`src/rtl/fpm_pkg.sv`:
```
package fpm_pkg;

  typedef struct packed {
    logic vld;
    logic sign;
    logic zero;
  } fpm_ctl_t;

  function automatic int unsigned excess(input int unsigned ew);
    return (32'd1 << (ew - 1)) - 32'd1;
  endfunction

endpackage

```
`src/rtl/fpm_delay.sv`:
```
module fpm_delay #(
  parameter int unsigned W = 8,
  parameter int unsigned N = 1
) (
  input  logic         clk_i,
  input  logic         rst_ni,
  input  logic [W-1:0] d_i,
  output logic [W-1:0] q_o
);

  if (N == 0) begin : g_wire
    assign q_o = d_i;
  end else begin : g_regs
    logic [W-1:0] sr_q [N];
    always_ff @(posedge clk_i or negedge rst_ni) begin
      if (!rst_ni) begin
        for (int i = 0; i < int'(N); i++) sr_q[i] <= '0;
      end else begin
        sr_q[0] <= d_i;
        for (int i = 1; i < int'(N); i++) sr_q[i] <= sr_q[i-1];
      end
    end
    assign q_o = sr_q[N-1];
  end

endmodule

```
`src/rtl/fpm_pipe_mul.sv`:
```
// Generic pipelined unsigned multiply: operand regs, product reg, then balance regs.
module fpm_pipe_mul #(
  parameter int unsigned IN_W   = 24,
  parameter int unsigned KEEP_W = 25,
  parameter int unsigned LAT    = 5
) (
  input  logic              clk_i,
  input  logic              rst_ni,
  input  logic [IN_W-1:0]   a_i,
  input  logic [IN_W-1:0]   b_i,
  output logic [KEEP_W-1:0] p_o
);

  localparam int unsigned PROD_W = 2 * IN_W;
  localparam int unsigned DROP   = PROD_W - KEEP_W;
  localparam int unsigned TAIL   = (LAT > 2) ? LAT - 2 : 0;

  logic [IN_W-1:0]   a_q, b_q;
  logic [PROD_W-1:0] full;
  logic [KEEP_W-1:0] p_q;

  assign full = PROD_W'(a_q) * PROD_W'(b_q);

  always_ff @(posedge clk_i or negedge rst_ni) begin
    if (!rst_ni) begin
      a_q <= '0;
      b_q <= '0;
      p_q <= '0;
    end else begin
      a_q <= a_i;
      b_q <= b_i;
      p_q <= KEEP_W'(full >> DROP);
    end
  end

  fpm_delay #(.W(KEEP_W), .N(TAIL)) i_tail (
    .clk_i (clk_i),
    .rst_ni(rst_ni),
    .d_i   (p_q),
    .q_o   (p_o)
  );

  initial begin
    if (LAT < 2) $error("fpm_pipe_mul: LAT must be at least 2");
  end

endmodule

```
`src/rtl/fpm_norm.sv`:
```
module fpm_norm #(
  parameter int unsigned EXP_W  = 8,
  parameter int unsigned FRAC_W = 23
) (
  input  logic                    clk_i,
  input  logic                    rst_ni,
  input  logic                    vld_i,
  input  logic                    sign_i,
  input  logic                    zero_i,
  input  logic [EXP_W-1:0]        exp_i,
  input  logic [FRAC_W+1:0]       prod_i,
  output logic                    vld_o,
  output logic [EXP_W+FRAC_W:0]   res_o
);

  localparam int unsigned WORD_W = 1 + EXP_W + FRAC_W;

  logic              hi;
  logic [FRAC_W-1:0] frac_n;
  logic [EXP_W-1:0]  exp_n;

  assign hi     = prod_i[FRAC_W+1];
  assign frac_n = hi ? prod_i[FRAC_W:1] : prod_i[FRAC_W-1:0];
  assign exp_n  = exp_i + EXP_W'(hi);

  always_ff @(posedge clk_i or negedge rst_ni) begin
    if (!rst_ni) begin
      vld_o <= 1'b0;
      res_o <= '0;
    end else begin
      vld_o <= vld_i;
      res_o <= zero_i ? '0 : {sign_i, exp_n, frac_n};
    end
  end

  AST_LEAD_ONE: assert property (@(posedge clk_i) disable iff (!rst_ni)
    vld_i && !zero_i |-> (prod_i[FRAC_W+1] || prod_i[FRAC_W]));

  AST_ZERO_FORCE: assert property (@(posedge clk_i) disable iff (!rst_ni)
    vld_i && zero_i |=> res_o == '0);

  AST_SIGN_PASS: assert property (@(posedge clk_i) disable iff (!rst_ni)
    vld_i && !zero_i |=> res_o[WORD_W-1] == $past(sign_i));

endmodule

```
`src/rtl/fp_mul_pipe.sv`:
```
module fp_mul_pipe #(
  parameter int unsigned EXP_W   = 8,
  parameter int unsigned FRAC_W  = 23,
  parameter int unsigned MUL_LAT = 5
) (
  input  logic                  clk_i,
  input  logic                  rst_ni,
  input  logic                  valid_i,
  input  logic [EXP_W+FRAC_W:0] a_i,
  input  logic [EXP_W+FRAC_W:0] b_i,
  output logic                  valid_o,
  output logic [EXP_W+FRAC_W:0] result_o
);

  import fpm_pkg::*;

  localparam int unsigned WORD_W = 1 + EXP_W + FRAC_W;
  localparam int unsigned MAN_W  = FRAC_W + 1;
  localparam int unsigned KEEP_W = FRAC_W + 2;
  localparam int unsigned SIDE_W = $bits(fpm_ctl_t) + EXP_W;
  localparam logic [EXP_W-1:0] BIAS = EXP_W'(excess(EXP_W));

  logic [EXP_W-1:0]  ea, eb, exp_sum, exp_d;
  logic [MAN_W-1:0]  ma, mb;
  logic [KEEP_W-1:0] prod;
  fpm_ctl_t          ctl_in, ctl_d;

  assign ea = a_i[WORD_W-2 -: EXP_W];
  assign eb = b_i[WORD_W-2 -: EXP_W];
  assign ma = {1'b1, a_i[FRAC_W-1:0]};
  assign mb = {1'b1, b_i[FRAC_W-1:0]};

  // biased sum wraps modulo 2^EXP_W by design
  assign exp_sum     = ea + eb - BIAS;
  assign ctl_in.vld  = valid_i;
  assign ctl_in.sign = a_i[WORD_W-1] ^ b_i[WORD_W-1];
  assign ctl_in.zero = (ea == '0) || (eb == '0);

  fpm_pipe_mul #(.IN_W(MAN_W), .KEEP_W(KEEP_W), .LAT(MUL_LAT)) i_mul (
    .clk_i (clk_i),
    .rst_ni(rst_ni),
    .a_i   (ma),
    .b_i   (mb),
    .p_o   (prod)
  );

  fpm_delay #(.W(SIDE_W), .N(MUL_LAT)) i_side (
    .clk_i (clk_i),
    .rst_ni(rst_ni),
    .d_i   ({ctl_in, exp_sum}),
    .q_o   ({ctl_d, exp_d})
  );

  fpm_norm #(.EXP_W(EXP_W), .FRAC_W(FRAC_W)) i_norm (
    .clk_i (clk_i),
    .rst_ni(rst_ni),
    .vld_i (ctl_d.vld),
    .sign_i(ctl_d.sign),
    .zero_i(ctl_d.zero),
    .exp_i (exp_d),
    .prod_i(prod),
    .vld_o (valid_o),
    .res_o (result_o)
  );

  AST_VALID_KNOWN: assert property (@(posedge clk_i) disable iff (!rst_ni)
    !$isunknown(valid_o));

endmodule

```
`config.mk`:
```
export PLATFORM = sky130hd
export DESIGN_NAME = fp_mul_pipe
export DESIGN_NICKNAME = d
export VERILOG_FILES = /design/src/rtl/fpm_pkg.sv /design/src/rtl/fpm_delay.sv /design/src/rtl/fpm_pipe_mul.sv /design/src/rtl/fpm_norm.sv /design/src/rtl/fp_mul_pipe.sv
export SDC_FILE = /design/constraint.sdc
export NUM_CORES = 2
export LEC_CHECK = 0
export ABC_AREA = 1
export ABC_CLOCK_PERIOD_IN_PS = 5900
export CAP_MARGIN = 20
export CORE_ASPECT_RATIO = 1.25
export CORE_MARGIN = 1.5
export CORE_UTILIZATION = 30
export DETAILED_ROUTE_END_ITERATION = 8
export GPL_TIMING_DRIVEN = 0
export PLACE_DENSITY = 0.49
export SLEW_MARGIN = 20
export SYNTH_ARGS = -nofsm -noshare
export SYNTH_HDL_FRONTEND = slang
export SYNTH_HIERARCHICAL = 1
export SYNTH_SLANG_ARGS = --single-unit
```
`constraint.sdc`:
```
create_clock -name clk_i -period 5.9 [get_ports clk_i]
set_input_delay 1.18 -clock clk_i [delete_from_list [all_inputs] [get_ports clk_i]]
set_output_delay 1.18 -clock clk_i [all_outputs]
set_load 0.05 [all_outputs]
```
# Word level (Yosys, flattened, before mapping)
# Cells that the tools add are included.
# op_classes
n_addsub	3
mul	1
muxes	2
bitwise	1
n_reduce_logical	3
# ops
operator	count
24-bit by 24-bit multiplier with 48-bit output	1
32-bit 2-to-1 mux	1
23-bit 2-to-1 mux	1
8-bit logical NOT	2
8-bit by 1-bit adder with 8-bit output	1
8-bit adder	1
8-bit by 7-bit subtractor with 8-bit output, second input constant	1
1-bit logical OR	1
1-bit bitwise XOR	1
# word_totals
regBits	236
output_inout_bits	33
elab_cells	23

# Longest topological paths before layout
# logic_depth
ltp_word	2
ltp_mapped	28

# Modules after synthesis
# The synthesis kept the hierarchy.
# modules_own_cells
module	instances	cells_per_inst	area_each_um2
fpm_pipe_mul	1	2739	21551.9
fpm_delay at i_mul.i_tail	1	100	2064.5
fpm_delay at i_side	1	66	1458.9
fpm_norm	1	149	1353.8
fp_mul_pipe	1	80	471.7

# Worst setup path before layout
# Ideal clock, no wire load.
# synth_timing
path_kind	reg2reg
startpoint	reg i_mul.a_q[13]
endpoint	reg i_mul.p_q[22]
setup_time_ns	0.117
t_arrival_ns	5.698
required_time_ns	5.783
slack_ns	0.085
path_stages_with_launch	27
n_path_buf	1
synth_period_minus_slack_ns	5.815
path_cell_list	dfrtp_1 > clkbuf_1 > nand2_1 > fa_1 > inv_1 > fa_1 > inv_1 > fa_1 > inv_1 > fa_1 > inv_1 > fa_1 > inv_1 > fa_1 > inv_1 > fa_1 > inv_1 > ha_1 > nand2_1 > nor2_1 > inv_1 > nor2_1 > inv_1 > nor4_1 > nand2_1 > nand4_1 > nand2_1
# synth_between
elab_chain_len	1
# synth_lines
item	line_no	rtl
start: declaration	fpm_pipe_mul.sv:18	logic [IN_W-1:0] a_q, b_q;
start signal: assignment	fpm_pipe_mul.sv:30	a_q <= a_i;
24-bit by 24-bit multiplier with 48-bit output	fpm_pipe_mul.sv:22	assign full = PROD_W'(a_q) * PROD_W'(b_q);
via i_mul.full[45]	fpm_pipe_mul.sv:19	logic [PROD_W-1:0] full;
end signal: assignment	fpm_pipe_mul.sv:32	p_q <= KEEP_W'(full >> DROP);
end: declaration	fpm_pipe_mul.sv:20	logic [KEEP_W-1:0] p_q;
# The timed path passes the listed nets, and every way through them passes these cells.

# Worst setup path in the final report
# layout_timing
startpoint	reg i_mul.a_q[14]
endpoint	reg i_mul.p_q[22]
# The elaborated chain is that of the path after synthesis.

==> flow_summary.yaml <==
status:
  outcome: "complete, but fails checks"
  violations: "setup timing"
clock_network:
  clock_path_buffers: 3
  cts_num_sinks: 236
  tritoncts: "yes"
  cts_hold_buf: 0
  cts_buffers: 27
  clk_pin_slew_ns: 0.06
  root_buffer: "clkbuf_16"
  clk_latency_ns: 0.62
  cts-htree-levels: 1
grt:
  grt_pass1_vias: 22500
  grt_pass1_wl_um: 137000
  antenna_found_initial: 0
  grt_overflow: 0
  gr-usage-all-layers_pct: 20.4
  grt_max_degree: 85
min_path:
  hold_depth: 0
  min_from: "i_side/g_regs.sr_q[52]"
  min_to: "i_side/g_regs.sr_q[41]"
  hold_path_class: "reg2reg"
sta:
  holdWs_ns: 0.325
  hold_violations: 0
  finClkSkew_ns: 0.0450
  fmax_mhz: 160
  max_slew_margin_pct: 46.6
  period_share_pct: 106
  setup_viol: 25
  worst_pin_slew_ns: 0.801
  rsz0062_at_grt: "true"
  min_period_ns: 6.26
  worst_slack_ns: -0.356
  maxSlewViolCount: 0
critical_path:
  start_kind: "flop"
  end_kind: "flop"
  rr_endpoint: "i_mul/p_q[22]"
  r2r_slack_ns: -0.36
  critPathRequiredTime_ns: 6.37
  cp.arrival_ns: 6.72
  critical_path_class: "reg2reg"
  critPathMaxFanout: 5
  worstReg2RegStart: "i_mul/a_q[14]"
  worst_r2r_path_depth: 22
floorplan:
  die_area_um2: 91500
  core_area_um2: 88700
  num_rows: 122
  pin_count: 100
  dieWidth_um: 271
  die_h_um: 338
  initial_core_util_pct: 30.3
finish:
  layout_common_cells: "inv_1, nand2_1, fa_1, dfrtp_1, buf_4"
  layout-drive-gt1-share_pct: 22.0
  nNetsFinal: 4152
  fill_cells: 8951
  area_delta_synth_final_pct: 28.7
  n_antenna_cell: 0
  design_area_um2: 34600
  layout_commonest_cell: "inv_1"
routing:
  wl_per_cell_um: 19.8
  vias: 20800
  drt-vias-per-instance: 4.51
  routed_wl_um: 91300
  drc: 0
  firstDrtPassIters: 7
  ant_nets: 0
  drt_iter0_drc: 1483
yosys:
  ys_ff_latch: 236
  syn_area_per_cell_um2: 8.58
  syn_area_um2: 26900
  synth_seq_area_share_pct: 22.0
  synth_warnings: 6
  yosys.cell_types.count: 35
  syn_inst: 3134
placed_design:
  placed_area_um2: 29400
  portBuffers: 99
  dp_slack_ns: -1.54
  gp_congestion: 0.965
  hpwl_um: 71500
job:
  cap_violations: 0
per-stage QoR:
step | utilization [%] | setup TNS [ns] | std cells
floorplan | - | 0 | 3135
global placement | 33.1 | -1636.92 | 4412
detailed placement | 33.2 | -33.62 | 4414
CTS | 37.4 | -5.54 | 4556
global route | 39.0 | -9.55 | 4617
finish | 39.0 | -5.83 | 4617
cell usage after synthesis:
library cell  instances  area [um^2]
a21boi_1              1         7.51
a21o_1                3         22.5
a21oi_1              70          350
a31oi_1               1         6.26
and2_1                1         6.26
buf_4                39          293
buf_6                 3         33.8
clkbuf_1             96          360
clkinv_1              1         3.75
conb_1                1         3.75
dfrtp_1             236         5910
fa_1                482         9650
ha_1                185         2310
inv_1               918         3450
inv_2                10         37.5
nand2_1             761         2860
nand2_2               2         12.5
nand3_1              46          230
nand3b_1              2         15.0
nand4_1              13         81.3
nor2_1              151          567
nor2_2                2         12.5
nor3_1                9         45.0
nor3_2                1         10.0
nor4_1                2         12.5
nor4_2                1         12.5
o211ai_2              1         12.5
o21a_1                8         60.1
o21ai_0              43          215
o21ai_1              17         85.1
o21ai_2               1         8.76
o21bai_1              8         60.1
or2_1                 1         6.26
xnor2_1              10         87.6
xor2_1                8         70.1
worst max path at each step:
stage          depth (start not counted)       endpoint           from
2_1_floorplan                         26  i_mul/p_q[22]  i_mul/a_q[13]
3_3_place_gp                           1  i_mul/p_q[21]         rst_ni
3_5_place_dp                          24   i_mul/p_q[0]   i_mul/a_q[9]
4_1_cts                               26  i_mul/p_q[22]   i_mul/b_q[5]
5_1_grt                               23  i_mul/p_q[22]   i_mul/a_q[9]
6_report                              22  i_mul/p_q[22]  i_mul/a_q[14]
sequential cells by signal, summed over array words and instances (netlist names):
signal and flops:
i_side/g_regs.sr_q 44, i_norm/res_o 32, i_mul/p_q 25, i_norm/vld_o 1, i_mul/i_tail/g_regs.sr_q 50, i_side/q_o 11
i_mul/i_tail/q_o 25, i_mul/a_q 24, i_mul/b_q 24
critical path, cell delays in order, from the launching register on:
cell       delay [ns]
dfrtp_2          0.49
clkbuf_16        0.18
buf_12           0.12
buf_6            0.14
nand2_1          0.08
fa_1             0.55
fa_1             0.47
fa_1             0.54
fa_1             0.51
inv_1            0.06
fa_1             0.46
fa_1             0.49
inv_1            0.05
fa_1             0.48
inv_1            0.06
ha_4             0.32
nand2_2          0.12
nor2_4           0.16
nand2_2          0.14
nor4_2           0.31
nand2_1          0.15
nand4_1          0.14
nand2_2          0.07
final cells by class:
class / count / area [um^2] / share of cell area (%)
plain buffers: 137 / 1680 / 4.86
clock buffers: 31 / 731 / 2.11
clock inverters: 19 / 368 / 1.06
inverters: 929 / 3490 / 10.1
multi-input cells: 1832 / 18400 / 53.2
flip-flops and latches: 236 / 5970 / 17.2
well taps: 1178 / 1470 / 4.26
repair buffers: 255 / 2480 / 7.16
metal layers:
metal,track usage [%],vias up,share of wire (%)
met5,0,-,0
met4,12.5,0,7.3
met3,2.78,220,5.8
met2,35.1,704,48
met1,24.2,10500,39
li1,-,9416,-
logic make-up after synthesis:
group / synth area share [%]
buf+inv: 15.5
fa+ha+maj: 44.5
other cells: 0.0139
compound gates: 3.08
simple gates: 14.4
xor+xnor: 0.586
flops: 22.0
timing repair:
action,4_1_cts,5_1_grt
gates cloned,2,3
setup endpoints to repair,25,25
gates resized for setup,549,309
setup buffers,90,60
pin swaps,105,133
Power is left out: the tool's default activity adds up to more than one toggle a clock period on the data nets, which glitch-free logic cannot reach.
